**src/rtl/iocs_pkg.sv**
```systemverilog
package iocs_pkg;

    localparam int unsigned CS_CHANNELS = 3;
    localparam int unsigned ADDR_W      = 16;
    localparam int unsigned BYTE_W      = 8;
    localparam int unsigned LOW_MASK_W  = 4;
    localparam int unsigned FIELD_W     = 12;

    // Control byte layout; bit positions are behaviour (software writes them).
    typedef struct packed {
        logic                  skip_low12;   // bit 7
        logic                  any_cycle;    // bit 6
        logic                  on_read;      // bit 5
        logic                  on_write;     // bit 4
        logic [LOW_MASK_W-1:0] skip_bit;     // bits 3..0
    } cs_ctrl_t;

    typedef enum logic [1:0] {
        SLOT_HI   = 2'd0,
        SLOT_LO   = 2'd1,
        SLOT_CTRL = 2'd2,
        SLOT_NONE = 2'd3
    } slot_e;

    typedef struct packed {
        logic       hit;
        logic [1:0] chan;
        slot_e      slot;
    } reg_sel_t;

    function automatic reg_sel_t decode_index(input logic [BYTE_W-1:0] idx);
        reg_sel_t s;
        s.chan = idx[3:2];
        s.slot = slot_e'(idx[1:0]);
        s.hit  = (idx[7:4] == 4'h0) &&
                 (idx[1:0] != 2'd3) &&
                 (32'(idx[3:2]) < CS_CHANNELS);
        return s;
    endfunction

    // Bit set = address bit takes part in the compare.
    function automatic logic [ADDR_W-1:0] compare_mask(input cs_ctrl_t c);
        logic [ADDR_W-1:0] m;
        m = '1;
        if (c.skip_low12) m[FIELD_W-1:0] = '0;
        m[LOW_MASK_W-1:0] = m[LOW_MASK_W-1:0] & ~c.skip_bit;
        return m;
    endfunction

    function automatic logic strobe_ok(input cs_ctrl_t c,
                                       input logic rd_n,
                                       input logic wr_n);
        return c.any_cycle || (c.on_read && !rd_n) || (c.on_write && !wr_n);
    endfunction

endpackage

```
**src/rtl/iocs_index_regs.sv**
```systemverilog
module iocs_index_regs
    import iocs_pkg::*;
#(
    parameter logic [BYTE_W-1:0] BANK_CODE = 8'h2C
) (
    input  logic              clk,
    input  logic              rst,
    input  logic              bank_we,
    input  logic [BYTE_W-1:0] bank_wdata,
    input  logic              sub_we,
    input  logic [BYTE_W-1:0] sub_wdata,
    output logic [BYTE_W-1:0] bank_q,
    output logic              bank_open,
    output reg_sel_t          sel
);
    logic [BYTE_W-1:0] sub_q;

    always_ff @(posedge clk) begin
        if (rst) begin
            bank_q <= '0;
            sub_q  <= '0;
        end else begin
            if (bank_we) bank_q <= bank_wdata;
            if (sub_we)  sub_q  <= sub_wdata;
        end
    end

    always_comb begin
        bank_open = (bank_q == BANK_CODE);
        sel       = decode_index(sub_q);
    end
endmodule

```
**src/rtl/iocs_cfg_regs.sv**
```systemverilog
module iocs_cfg_regs
    import iocs_pkg::*;
#(
    parameter int unsigned NCH = CS_CHANNELS
) (
    input  logic              clk,
    input  logic              rst,
    input  logic              bank_open,
    input  reg_sel_t          sel,
    input  logic              wr_en,
    input  logic [BYTE_W-1:0] wdata,
    output logic [BYTE_W-1:0] rdata,
    output logic [ADDR_W-1:0] base_o [NCH],
    output cs_ctrl_t          ctrl_o [NCH]
);
    localparam int unsigned HALF_W = ADDR_W / 2;

    logic access_ok;
    assign access_ok = bank_open && sel.hit;

    for (genvar ch = 0; ch < NCH; ch++) begin : g_chan
        logic [HALF_W-1:0] hi_q;
        logic [HALF_W-1:0] lo_q;
        cs_ctrl_t          ctl_q;
        logic              mine;

        assign mine = access_ok && wr_en && (sel.chan == 2'(ch));

        always_ff @(posedge clk) begin
            if (rst) begin
                hi_q  <= '0;
                lo_q  <= '0;
                ctl_q <= '0;
            end else if (mine) begin
                case (sel.slot)
                    SLOT_HI:   hi_q  <= wdata;
                    SLOT_LO:   lo_q  <= wdata;
                    SLOT_CTRL: ctl_q <= cs_ctrl_t'(wdata);
                    default:   ;
                endcase
            end
        end

        assign base_o[ch] = {hi_q, lo_q};
        assign ctrl_o[ch] = ctl_q;
    end

    always_comb begin
        rdata = '0;
        if (access_ok) begin
            for (int ch = 0; ch < int'(NCH); ch++) begin
                if (sel.chan == 2'(ch)) begin
                    case (sel.slot)
                        SLOT_HI:   rdata = base_o[ch][ADDR_W-1:HALF_W];
                        SLOT_LO:   rdata = base_o[ch][HALF_W-1:0];
                        SLOT_CTRL: rdata = ctrl_o[ch];
                        default:   rdata = '0;
                    endcase
                end
            end
        end
    end
endmodule

```
**src/rtl/iocs_chan_match.sv**
```systemverilog
module iocs_chan_match
    import iocs_pkg::*;
(
    input  logic [ADDR_W-1:0] base,
    input  cs_ctrl_t          ctrl,
    input  logic [ADDR_W-1:0] addr,
    input  logic              aen,
    input  logic              rd_n,
    input  logic              wr_n,
    output logic              sel_n
);
    logic [ADDR_W-1:0] diff;
    logic              addr_hit;
    logic              qual;

    always_comb begin
        diff     = (addr ^ base) & compare_mask(ctrl);
        addr_hit = !aen && (diff == '0);
        qual     = strobe_ok(ctrl, rd_n, wr_n);
        sel_n    = !(addr_hit && qual);
    end
endmodule

```
**src/rtl/iocs_decoder.sv**
```systemverilog
module iocs_decoder
    import iocs_pkg::*;
#(
    parameter logic [7:0] BANK_CODE = 8'h2C
) (
    input  logic        clk,
    input  logic        rst,
    input  logic        bank_idx_we,
    input  logic [7:0]  bank_idx_wdata,
    input  logic        sub_idx_we,
    input  logic [7:0]  sub_idx_wdata,
    input  logic        data_we,
    input  logic [7:0]  data_wdata,
    output logic [7:0]  data_rdata,
    input  logic [15:0] bus_addr,
    input  logic        bus_aen,
    input  logic        bus_rd_n,
    input  logic        bus_wr_n,
    output logic [2:0]  cs_n
);
    localparam int unsigned NCH = CS_CHANNELS;

    logic [BYTE_W-1:0] bank_q;
    logic              bank_open;
    reg_sel_t          sel;
    logic [ADDR_W-1:0] base_w [NCH];
    cs_ctrl_t          ctrl_w [NCH];

    // Flattened state, observed by the bound checker.
    logic [NCH*BYTE_W-1:0]       ctrl_flat;
    logic [NCH*(ADDR_W+BYTE_W)-1:0] state_flat;

    iocs_index_regs #(.BANK_CODE(BANK_CODE)) idx_i (
        .clk        (clk),
        .rst        (rst),
        .bank_we    (bank_idx_we),
        .bank_wdata (bank_idx_wdata),
        .sub_we     (sub_idx_we),
        .sub_wdata  (sub_idx_wdata),
        .bank_q     (bank_q),
        .bank_open  (bank_open),
        .sel        (sel)
    );

    iocs_cfg_regs #(.NCH(NCH)) regs_i (
        .clk       (clk),
        .rst       (rst),
        .bank_open (bank_open),
        .sel       (sel),
        .wr_en     (data_we),
        .wdata     (data_wdata),
        .rdata     (data_rdata),
        .base_o    (base_w),
        .ctrl_o    (ctrl_w)
    );

    for (genvar ch = 0; ch < NCH; ch++) begin : g_match
        iocs_chan_match match_i (
            .base  (base_w[ch]),
            .ctrl  (ctrl_w[ch]),
            .addr  (bus_addr),
            .aen   (bus_aen),
            .rd_n  (bus_rd_n),
            .wr_n  (bus_wr_n),
            .sel_n (cs_n[ch])
        );
        assign ctrl_flat[ch*BYTE_W +: BYTE_W] = ctrl_w[ch];
        assign state_flat[ch*(ADDR_W+BYTE_W) +: (ADDR_W+BYTE_W)] = {base_w[ch], ctrl_w[ch]};
    end
endmodule

```
**config.mk**
```make
export PLATFORM = sky130hd
export DESIGN_NAME = iocs_decoder
export DESIGN_NICKNAME = d
export VERILOG_FILES = /design/src/rtl/iocs_pkg.sv /design/src/rtl/iocs_index_regs.sv /design/src/rtl/iocs_cfg_regs.sv /design/src/rtl/iocs_chan_match.sv /design/src/rtl/iocs_decoder.sv
export SDC_FILE = /design/constraint.sdc
export NUM_CORES = 1
export LEC_CHECK = 0
export ABC_AREA = 1
export CAP_MARGIN = 25
export CORE_MARGIN = 4
export CORE_UTILIZATION = 40
export DETAILED_ROUTE_END_ITERATION = 12
export GPL_TIMING_DRIVEN = 1
export HOLD_SLACK_MARGIN = 0.1
export PLACE_DENSITY_LB_ADDON = 0.12
export SYNTH_ARGS = -nofsm -noshare
export SYNTH_HDL_FRONTEND = slang
export SYNTH_HIERARCHICAL = 1
export SYNTH_SLANG_ARGS = --single-unit
```
**constraint.sdc**
```tcl
create_clock -name clk -period 4.1 [get_ports clk]
set_clock_uncertainty 0.1 [all_clocks]
set_input_delay 0.82 -clock clk [delete_from_list [all_inputs] [get_ports clk]]
set_output_delay 0.82 -clock clk [all_outputs]
set_load 0.01 [all_outputs]
```
## Word-level counts from Yosys, hierarchy flattened

Index checks and enable logic that the tools add are counted.

- Bits in registers: 88
- Output and inout bits: 11
- Logic and storage cells: 98

- $lt $le $gt $ge: 1
- Equal/unequal tests: 6
- Mux-type cells: 10
- Bitwise logic cells: 12
- Reductions and logical operators: 46

Operators with widths:

| cell | count |
|---|---|
| one-hot mux 8 bit (3 select lines) | 3 |
| AND 16 bit | 3 |
| zero test 16 bit | 3 |
| XOR 16 bit | 3 |
| 2-to-1 mux 12 bit | 3 |
| 2-to-1 mux 8 bit | 4 |
| logical AND 1 bit | 19 |
| AND reduction 2 bit | 9 |
| AND 4 bit | 3 |
| inverter 4 bit | 3 |
| == test 8 x 6 -> 1 bit (second input constant) | 1 |
| zero test 1 bit | 6 |
| logical OR 1 bit | 6 |
| == test 2 x 1 -> 1 bit (second input constant) | 2 |
| == test 2 bit (second input constant) | 2 |
| zero test 2 bit | 2 |
| zero test 4 bit | 1 |
| < comparator 2 bit (second input constant) | 1 |
| inequality test 2 bit (second input constant) | 1 |

## Longest topological paths before layout

Gate-level depths: netlist (run 1).

- Depth after elaboration: 7
- Depth in mapped cells: 11
- Mapped depth without buffers: 10

## Cells and area by module

The synthesis (run 1) kept the hierarchy.

Modules (own cells, without submodules):

| module | instances | cells an instance | area an instance (um^2) |
|---|---|---|---|
| iocs_cfg_regs | 1 | 543 | 3612.2 |
| iocs_chan_match | 3 | 107 | 415.4 |
| iocs_index_regs | 1 | 88 | 633.1 |

## Least setup slack after synthesis (run 1)

No wires, ideal clock.

- Path type: reg-to-output
- From: register idx_i.bank_q[2]
- To: output data_rdata[0]
- Data arrival time: 1295 ps
- Data required time: 3180 ps
- Slack: 1885 ps
- Cell stages (with the launch flop): 9
- Path buffers: 0
- Cell sequence: dfxtp_1 > inv_1 > nor2_1 > nand2_1 > nor2_1 > nand2_1 > a21oi_1 > nand3_1 > nor2_1

- Longest elaborated chain between the ends: 3

RTL lines:

| element | RTL line | text |
|---|---|---|
| start, declared | iocs_index_regs.sv:12 | `output logic [BYTE_W-1:0] bank_q,` |
| start signal, assigned | iocs_index_regs.sv:23 | `if (bank_we) bank_q <= bank_wdata;` |
| == test 8 x 6 -> 1 bit | iocs_index_regs.sv:29 | `bank_open = (bank_q == BANK_CODE);` |
| net bank_open | iocs_decoder.sv:24 | `logic bank_open;` |
| logical AND 1 bit | iocs_cfg_regs.sv:19 | `assign access_ok = bank_open && sel.hit;` |
| 2-to-1 mux 8 bit | iocs_cfg_regs.sv:50 | `if (access_ok) begin` |
| end, declared | iocs_decoder.sv:14 | `output logic [7:0] data_rdata,` |

The timed path passes the listed nets, and every way through them passes these cells.

## Final worst setup path (run 1)

- From: register idx_i.sub_q[0]
- To: output data_rdata[4]

- Longest elaborated chain between the ends: 6
- Elaborated cells between the ends (all ways): 14
- Classes of those cells: eq/ne (3); mux (7); reduce/logical (4)

RTL lines:

| element | RTL line | text |
|---|---|---|
| start, declared | iocs_index_regs.sv:16 | `logic [BYTE_W-1:0] sub_q;` |
| start signal, assigned | iocs_index_regs.sv:24 | `if (sub_we) sub_q <= sub_wdata;` |
| == test 2 bit (tied with other cells) | iocs_cfg_regs.sv:53 | `case (sel.slot)` |
| one-hot mux 8 bit (3 select lines) | iocs_cfg_regs.sv:53 |  |
| 2-to-1 mux 8 bit (3 in a row) | iocs_cfg_regs.sv:52 | `if (sel.chan == 2'(ch)) begin` |
| 2-to-1 mux 8 bit (*) | iocs_cfg_regs.sv:50 |  |

Every way passes the cells marked *; elsewhere a longest branch is shown, timed or not.

==> summary.md, run 1 <==
| Metric | Value |
|---|---|
| Ports | `59` |
| Layout area overhead | `16.4%` |
| Fillers | `1488` |
| Least-Margin Pin Slew | `889 ps` |
| Yosys reg bits | `88` |
| Routability-driven placement congestion ratio | `0.866` |
| Via count | `5783` |
| Final Hold Fails | `0` |
| Number of buffers added on ports | `58` |
| Yosys warns | `6` |
| Die Area | `15700 um2` |
| Core Area | `13300 um2` |
| # DRC | `0` |
| CP Max Fanout | `25` |
| Max_cap viols | `0` |
| Setup TNS | `0 ps` |
| Tmin final | `3550 ps` |
| Static leakage | `0.00274 uW` |
| DRT iter0 DRCs | `613` |
| Number of library cell types mapped by synthesis | `23` |
| Cts bufs inserted | `9` |
| Syn Std Cell Area | `5490 um2` |
| RSZ-0062 raised after global routing | `no` |
| Post-CTS Setup Bufs | `0` |
| Antenna cells | `0` |
| Pwr Total | `1910 uW` |
| Num rows | `42` |
| CTS tree | `yes` |
| Arrival time worst endpoint | `2630 ps` |
| Die W | `125 um` |
| Setup CP Type | `reg -> out` |
| Post-Syn Area per Cell | `5.77 um2` |
| Adder-cell share of the synthesized area | `0%` |
| DRT Pass-1 Iters | `5` |
| CP endpoint kind | `primary output` |
| Cells along the critical path | `buf_4 > inv_4 > nand3_1 > nand2_1 > inv_1 > nand2_1 > nand3_1 > nor2_1 > clkdlybuf4s50_1` |
| Synth Area in Compound Gates | `9.48%` |
| Slowest cell delay on critical path | `560 ps` |
| PwrDens | `299 nW/um2` |
| DRT Wirelength | `18.3 mm` |
| Critical-path top delay cell | `clkdlybuf4s50_1` |
| Post-Synthesis Cells | `952` |
| Max Clock Freq | `282 MHz` |
| Relative slew slack | `40.7%` |
| Critical Path RT | `3180 ps` |
| Max IR drop VDD | `0.000145 V` |
| Clk sinks | `88` |
| Post-route ant nets | `0` |
| Status | `finished clean` |
| NumNets Final | `1035` |
| Layout cells sized above 1 | `4.84%` |
| Crit-path leading delay family | `buffers and inverters` |
| H-tree depth | `3` |
| Final Max Slew Viols | `0` |
| Initial antenna violation count | `0` |
| GRT overflow | `0` |
| # hold bufs at CTS | `0` |
| Area contributors post-synth | `dfxtp_1, nand2_1, inv_1, a21oi_1, nand3_1` |
| Worst-Skew Late Latency | `350 ps` |
| Worst Setup Start Kind | `register` |
| Worst Hold Class | `reg -> reg` |
| Total track usage | `22.9%` |
| Largest family of logic cells by synthesized area | `simple AND/OR/NAND/NOR gates` |
| Vias per inst | `4.95` |
| Detailed placement HPWL | `13.0 mm` |
| Sequential area share after synthesis | `32.1%` |
| Largest net degree at the start of global routing | `45` |
| Post-CTS sizing | `0` |
| Post-synth top area share | `32.1%` |
| Routed WL per cell | `15.6 um` |
| Final setup vio count | `0` |
| Vias in the first global route | `5179` |
| First-pass GRT wire length | `28.4 mm` |
| Synthesized netlist net count | `1000` |
| Mux contribution to synthesized area | `0%` |
| Clk buf depth | `2` |
| Part of the cycle the worst path needs | `86.5%` |
| Initial Util | `41.1%` |
| Root Driver | `clkbuf_16` |
| Die Ht | `125 um` |
| Clock slew at reported path FFs | `60 ps` |
| CP bufs+invs | `4` |
| Area leader, netlist | `dfxtp_1` |
| Post-Synth Simple-Gate Area | `42.7%` |
| XOR/XNOR Fraction of Synth Area | `0.478%` |
[registers in the layout (all words and copies together) (netlist names)]
signal              flops
regs_i/g_chan.hi_q     24
regs_i/ctrl_o          24
regs_i/g_chan.lo_q     24
idx_i/sub_q             8
idx_i/bank_q            8
[synthesized netlist by cell type (all sizes together)]
cell type and instances:
nand4 24, nor2 84, clkinv 3, a21oi 88
dfxtp 88, inv 155, xnor2 3, buf 28
nand2 361, nand3 86, o21ai 16, clkbuf 16
[metal layers]
layer | wire (um) | vias up | track usage, %
li1 | - | 2991 | -
met1 | 8310 | 2563 | 31.9
met2 | 8130 | 191 | 35.1
met3 | 1190 | 38 | 2.99
met4 | 622 | 0 | 10.8
met5 | 0 | - | 0
[worst paths after layout]
kind	startpoint	endpoint	slack [ps]	cells after the start
hold reg to reg	regs_i/ctrl_o[20]	regs_i/ctrl_o[20]	390	2
setup / recovery	idx_i/sub_q[0]	data_rdata[4]	550	9
hold / removal	regs_i/ctrl_o[20]	regs_i/ctrl_o[20]	390	2
setup reg to reg	idx_i/sub_q[0]	regs_i/g_chan[0].lo_q[3]	1580	6
[worst reg2reg max path: stages (launching register included)]
cell and delay, ps:
dfxtp_1 770, buf_4 330, inv_4 160, nor2_4 360, nand3_1 410, nand2_1 160
a21oi_1 70
[through the flow]
stage	cell area [um2]	util (%)	hold slack [ps]	setup slack, ps	cells
2_1_floorplan	5490	-	353	1890	952
3_3_place_gp	6120	45.9	369	650	1152
3_5_place_dp	6120	45.9	373	649	1152
4_1_cts	6390	47.9	384	529	1168
5_1_grt	6390	47.9	408	404	1168
6_report	6390	47.9	386	553	1168
[area by class of cell]
cell class,count,area [um2],area share [%]
Clock buffer,12,246,3.86
Inverter,158,598,9.36
Tap cell,176,220,3.45
Timing Repair Buffer,68,651,10.2
Sequential cell,88,1760,27.6
Clock inverter,4,20.0,0.313
Multi-Input combinational cell,662,2890,45.3
[cell families (layout without fill, tap and decap cells)]
family          after synthesis  count (layout)
buf+inv                     202             242
simple gates                555             555
compound gates              104             104
xor+xnor                      3               3
flops                        88              88
[cells in the final DEF, fill, tap and decap left out]
cell,n
clkinv_1,3
nor2_4,9
xnor2_1,3
buf_2,1
clkbuf_16,9
inv_4,2
clkdlybuf4s50_1,57
a21oi_1,88
inv_2,8
nand2_2,1
nand2_1,359
nor2_1,73
dfxtp_1,88
nand2_4,1
nor2_2,1
clkinv_2,4
clkbuf_8,1
inv_1,145
nand4_1,24
nor2_8,1
o21ai_0,13
buf_4,10
clkbuf_1,2
nand3_1,86
o21ai_1,3
[report_power, final]
group          switching, uW  total (uW)  internal, uW
Clock                    356         780           424
Sequential              14.9         880           866
Combinational            167         252          84.8
Total                    539        1910          1370
Note: power is estimated with default switching activity, not from simulation.
==> inputs of run 2 (changes only) <==
--- a/config.mk
+++ b/config.mk
@@ -7,12 +7,13 @@
 export LEC_CHECK = 0
 export ABC_AREA = 1
 export CAP_MARGIN = 25
-export CORE_MARGIN = 4
+export CORE_MARGIN = 2
 export CORE_UTILIZATION = 40
 export DETAILED_ROUTE_END_ITERATION = 12
 export GPL_TIMING_DRIVEN = 1
 export HOLD_SLACK_MARGIN = 0.1
-export PLACE_DENSITY_LB_ADDON = 0.12
+export MAX_ROUTING_LAYER = met4
+export PLACE_DENSITY = 0.64
 export SYNTH_ARGS = -nofsm -noshare
 export SYNTH_HDL_FRONTEND = slang
 export SYNTH_HIERARCHICAL = 1
==> summary.md, run 2 (synthesis results as in run 1) <==
| Metric | Value |
|---|---|
| GRT overflow | `0 (unchanged)` |
| Static leakage | `0.00274 uW (+0.16%)` |
| Die Area | `14700 um2 (-6.3%)` |
| Core Area | `13300 um2 (unchanged)` |
| Antenna cells | `0 (unchanged)` |
| Max_cap viols | `0 (unchanged)` |
| Post-route ant nets | `0 (unchanged)` |
| Final Hold Fails | `0 (unchanged)` |
| Clk sinks | `88 (unchanged)` |
| Setup CP Type | `reg -> out` |
| Max Clock Freq | `272 MHz (-3.5%)` |
| Most frequent cells in the layout | `nand2_1, inv_1, a21oi_1, dfxtp_1, nand3_1` |
| Final Max Slew Viols | `0 (unchanged)` |
| Num rows | `42 (unchanged)` |
| Routability-driven placement congestion ratio | `0.907 (+4.7%)` |
| Max IR drop VDD | `0.000165 V (+14%)` |
| CP Max Fanout | `17 (-32%)` |
| Relative slew slack | `46.2% (+5.5 points)` |
| NumNets Final | `1033 (-0.19%)` |
| Total track usage | `25.2% (+2.3 points)` |
| Post-route setup slack | `426 ps (-127 ps)` |
| Vias in the first global route | `5201 (+0.42%)` |
| Initial antenna violation count | `0 (unchanged)` |
| Tmin final | `3670 ps (+127 ps)` |
| RSZ-0062 raised after global routing | `no` |
| Cts bufs inserted | `9 (unchanged)` |
| Worst Hold Class | `reg -> reg` |
| Clock slew at reported path FFs | `70 ps (about the same)` |
| Initial Util | `41.1% (unchanged)` |
| Hold slack | `382 ps (-4.68 ps)` |
| Root Driver | `clkbuf_16` |
| Worst Setup Start Kind | `register` |
| Status | `finished clean` |
| H-tree depth | `3 (unchanged)` |
| # DRC | `0 (unchanged)` |
| Setup TNS | `0 ps (unchanged)` |
| Via count | `5873 (+1.6%)` |
| Detailed placement HPWL | `12.2 mm (-5.9%)` |
| PwrDens | `320 nW/um2 (+6.9%)` |
| Post-CTS Setup Bufs | `0 (unchanged)` |
| DRT Wirelength | `17.4 mm (-4.5%)` |
| Die Ht | `121 um (-3.2%)` |
| Most common cell after layout, fill and taps aside | `nand2_1` |
| First-pass GRT wire length | `27.7 mm (-2.3%)` |
| Least-Margin Pin Slew | `805 ps (-83.8 ps)` |
| Post-CTS sizing | `0 (unchanged)` |
| Final setup vio count | `0 (unchanged)` |
| Clk buf depth | `2 (unchanged)` |
| Pre-CTS setup slack | `641 ps (-7.77 ps)` |
| Die W | `121 um (-3.2%)` |
| DP Area | `6110 um2 (-0.25%)` |
| Fillers | `1475 (-0.87%)` |
| # hold bufs at CTS | `0 (unchanged)` |
| Layout area overhead | `17.3%` |
| Routed WL per cell | `15.0 um (-4.3%)` |
| CTS tree | `yes` |
| DRT iter0 DRCs | `582 (-5.1%)` |
| Part of the cycle the worst path needs | `89.6% (+3.1 points)` |
| Cell area after layout | `6440 um2 (+0.76%)` |
| Number of buffers added on ports | `58 (unchanged)` |
| Layout cells sized above 1 | `4.85% (+0.0098 points)` |
| Vias per inst | `5.04 (+1.7%)` |
| Critical Path RT | `3180 ps (about the same)` |
| Largest net degree at the start of global routing | `46 (+2.2%)` |
| Ports | `59 (unchanged)` |
| DRT Pass-1 Iters | `5 (unchanged)` |
| CP endpoint kind | `primary output` |
| Arrival time worst endpoint | `2750 ps (+120 ps)` |
| Worst-Skew Late Latency | `350 ps (about the same)` |
## run 2: changes by cell type in the layout (fill, tap and decap cells not counted), sizes merged
| cell | change |
|---|---|
| clkinvlp | +3 |
| inv | +1 |
| bufinv | +2 |
| clkbuf | -2 |
| buf | -2 |
| clkinv | -4 |
## run 2: power breakdown
part / switching (uW) / total (uW) / leakage (uW) / internal [uW]
Sequential: 15.7 / 881 / 0.000713 / 865
Clock: 376 / 929 / 0.000151 / 553
Combinational: 165 / 250 / 0.00188 / 84.7
## run 2: layout make-up
class / instances / area [um2] / share of cell area, %
clock buffer: 10 / 239 / 3.71
sequential: 88 / 1760 / 27.4
multi-input combinational: 662 / 2890 / 44.9
inverter: 158 / 598 / 9.29
timing repair buffer: 66 / 636 / 9.87
tap: 176 / 220 / 3.42
clock inverter: 6 / 91.3 / 1.42
## run 2: critical path, stage by stage (launching register included)
cell and delay [ps]:
dfxtp_1 850, buf_4 390, nand3_1 110, nand2_1 80, inv_1 40, nand2_1 80
nand3_1 80, nor2_1 180, clkdlybuf4s50_1 580
## run 2: routing by layer
layer	vias to the layer above	share of wire, %	track usage, %
met3	30	7.1	3.24
met4	0	2.2	8.33
met5	-	0	-
met1	2612	46	34.3
li1	2989	-	-
met2	242	45	38.7
## run 2: metrics by stage
stage	total power, uW	util, %	instances
2_1_floorplan	1050	-	952
3_3_place_gp	1150	45.8	1150
3_5_place_dp	1150	45.8	1150
4_1_cts	2070	48.2	1166
5_1_grt	2130	48.2	1166
6_report	2060	48.2	1166
## run 2: worst paths after layout
path / from / endpoint / slack [ps] / cells after the start
min: regs_i/ctrl_o[18] / regs_i/ctrl_o[18] / 380 / 2
max: idx_i/sub_q[1] / data_rdata[1] / 430 / 8
min reg2reg: regs_i/ctrl_o[18] / regs_i/ctrl_o[18] / 380 / 2
max reg2reg: idx_i/sub_q[1] / regs_i/ctrl_o[23] / 1570 / 8
==> inputs of run 3 (changes only) <==
--- a/config.mk
+++ b/config.mk
@@ -8,12 +8,12 @@
 export ABC_AREA = 1
 export CAP_MARGIN = 25
 export CORE_MARGIN = 2
-export CORE_UTILIZATION = 40
+export CORE_UTILIZATION = 30
 export DETAILED_ROUTE_END_ITERATION = 12
 export GPL_TIMING_DRIVEN = 1
 export HOLD_SLACK_MARGIN = 0.1
 export MAX_ROUTING_LAYER = met4
-export PLACE_DENSITY = 0.64
+export PLACE_DENSITY = 0.52
 export SYNTH_ARGS = -nofsm -noshare
 export SYNTH_HDL_FRONTEND = slang
 export SYNTH_HIERARCHICAL = 1
==> constraint.sdc (replaced) <==
create_clock -name clk -period 3.95 [get_ports clk]
set_clock_uncertainty 0.1 [all_clocks]
set_input_delay 0.79 -clock clk [delete_from_list [all_inputs] [get_ports clk]]
set_output_delay 0.79 -clock clk [all_outputs]
set_load 0.01 [all_outputs]
==> summary.md, run 3 (synthesis results as in run 1) <==
| Metric | Value |
|---|---|
| Status | `finished clean` |
| Post-route ant nets | `0 (unchanged)` |
| Num rows | `49 (+17%)` |
| Final Hold Fails | `0 (unchanged)` |
| CP bufs+invs | `4 (+1)` |
| GRT overflow | `0 (unchanged)` |
| NumNets Final | `1036 (+0.29%)` |
| Setup CP Type | `reg -> out` |
| Crit-path leading delay family | `buffers and inverters` |
| Post-CTS sizing | `0 (unchanged)` |
| Worst Hold Class | `reg -> reg` |
| Routability-driven placement congestion ratio | `0.855 (-5.6%)` |
| Max Clock Freq | `283 MHz` |
| Ports | `59 (unchanged)` |
| DRT iter0 DRCs | `529 (-9.1%)` |
| PwrDens | `331 nW/um2 (+3.5%)` |
| Util after Layout | `36.3% (-12 points)` |
| Root Driver | `clkbuf_16` |
| # DRC | `0 (unchanged)` |
| Via count | `5753 (-2.0%)` |
| Vias in the first global route | `5273 (+1.4%)` |
| DRT Pass-1 Iters | `5 (unchanged)` |
| Static leakage | `0.00277 uW (+0.84%)` |
| Tmin final | `3540 ps` |
| CTS tree | `yes` |
| Largest net degree at the start of global routing | `37 (-20%)` |
| Number of buffers added on ports | `58 (unchanged)` |
| CP Max Fanout | `15 (-2)` |
| Final Max Slew Viols | `0 (unchanged)` |
| Vias per inst | `4.71 (-6.5%)` |
| Worst-Skew Late Latency | `350 ps (about the same)` |
| Layout area overhead | `18.9%` |
| Die W | `139 um (+15%)` |
| Critical-path top delay cell | `dfxtp_1` |
| Core Area | `18000 um2 (+35%)` |
| Most common cell after layout, fill and taps aside | `nand2_1` |
| Critical Path RT | `3060 ps (-120 ps)` |
| Register area | `1760 um2 (unchanged)` |
| RSZ-0062 raised after global routing | `no` |
| Post-CTS Setup Bufs | `0 (unchanged)` |
| Detailed placement HPWL | `13.9 mm (+14%)` |
| Cell area after layout | `6530 um2 (+1.4%)` |
| Cells along the critical path | `buf_4 > buf_4 > nand3_1 > nand2_1 > inv_1 > nand2_1 > nand3_1 > nor2_1 > clkdlybuf4s50_1` |
| # hold bufs at CTS | `0 (unchanged)` |
| Clk buf depth | `2 (unchanged)` |
| DRT Wirelength | `19.5 mm (+12%)` |
| Layout cells sized above 1 | `5.14% (+0.29 points)` |
| Final setup vio count | `0 (unchanged)` |
| Worst Setup Start Kind | `register` |
| Clk sinks | `88 (unchanged)` |
| Clock slew at reported path FFs | `70 ps (about the same)` |
| Most frequent cells in the layout | `nand2_1, inv_1, a21oi_1, dfxtp_1, nand3_1` |
| Multi-input gate area | `2890 um2 (unchanged)` |
| Relative slew slack | `52.4% (+6.1 points)` |
| Antenna cells | `0 (unchanged)` |
| Max_cap viols | `0 (unchanged)` |
| Part of the cycle the worst path needs | `89.5%` |
| H-tree depth | `3 (unchanged)` |
| Least-Margin Pin Slew | `715 ps (-90.9 ps)` |
| Initial Util | `30.6% (-11 points)` |
| Initial antenna violation count | `0 (unchanged)` |
| Die Ht | `139 um (+15%)` |
| Arrival time worst endpoint | `2650 ps (-100 ps)` |
| Slowest cell delay on critical path | `610 ps (-240 ps)` |
| Routed WL per cell | `16.0 um (+6.6%)` |
| Setup TNS | `0 ps (unchanged)` |
| DP Area | `6200 um2 (+1.5%)` |
| Cts bufs inserted | `9 (unchanged)` |
| Die Area | `19400 um2 (+32%)` |
| CP endpoint kind | `primary output` |
| Fillers | `2010 (+36%)` |
| Max IR drop VDD | `0.000239 V (+45%)` |
| First-pass GRT wire length | `29.8 mm (+7.7%)` |
| Total track usage | `20.6% (-4.6 points)` |
[run 3: changes by cell type in the layout (fill, tap and decap cells not counted), sizes merged]
| cell | previous run | this run |
|---|---|---|
| inv | 156 | 157 |
| clkinvlp | 3 | 1 |
| buf | 9 | 12 |
| clkinv | 3 | 4 |
[run 3: final timing paths]
path,from,to,slack [ps],depth (start not counted)
max,idx_i/sub_q[1],data_rdata[4],410,9
min,regs_i/ctrl_o[20],regs_i/ctrl_o[20],390,2
min reg2reg,regs_i/ctrl_o[20],regs_i/ctrl_o[20],390,2
max reg2reg,idx_i/sub_q[0],regs_i/ctrl_o[16],1310,10
[run 3: through the flow]
| stage | total power, uW | setup WS, ps | std cells | hold WS (ps) |
|---|---|---|---|---|
| after floorplan | 1090 | 1770 | 952 | 353 |
| after global placement | 1200 | 462 | 1206 | 365 |
| after detailed placement | 1200 | 472 | 1206 | 374 |
| after CTS | 2170 | 425 | 1222 | 384 |
| after global routing | 2230 | 262 | 1222 | 413 |
| final | 2160 | 413 | 1222 | 386 |
[run 3: report_power, final]
group          switching, uW  internal, uW
clock network            404           576
registers               12.6           898
logic                    181          89.9
total                    598          1560
[run 3: metal layers]
layer	share of wire, %	vias to the layer above	wire length, um	track usage (%)
li1	-	2980	-	-
met1	47	2593	9250	27.3
met2	46	153	8960	32.5
met3	4.6	27	887	2.86
met4	2.0	0	398	6.70
met5	0	-	0	-
[run 3: worst register-to-register path, delay by kind of cell, from the launching register on]
kind            cells  cell delay (ps)
simple gates        7             1340
buf+inv             2              590
flops               1              390
compound gates      1               70
[run 3: cell type report]
type                            instances  area share (%)
Timing Repair Buffer                   69            10.1
Multi-Input combinational cell        662            44.3
Sequential cell                        88            27.0
Inverter                              158            9.16
Clock buffer                           10            3.66
Tap cell                              229            4.39
Clock inverter                          6            1.38
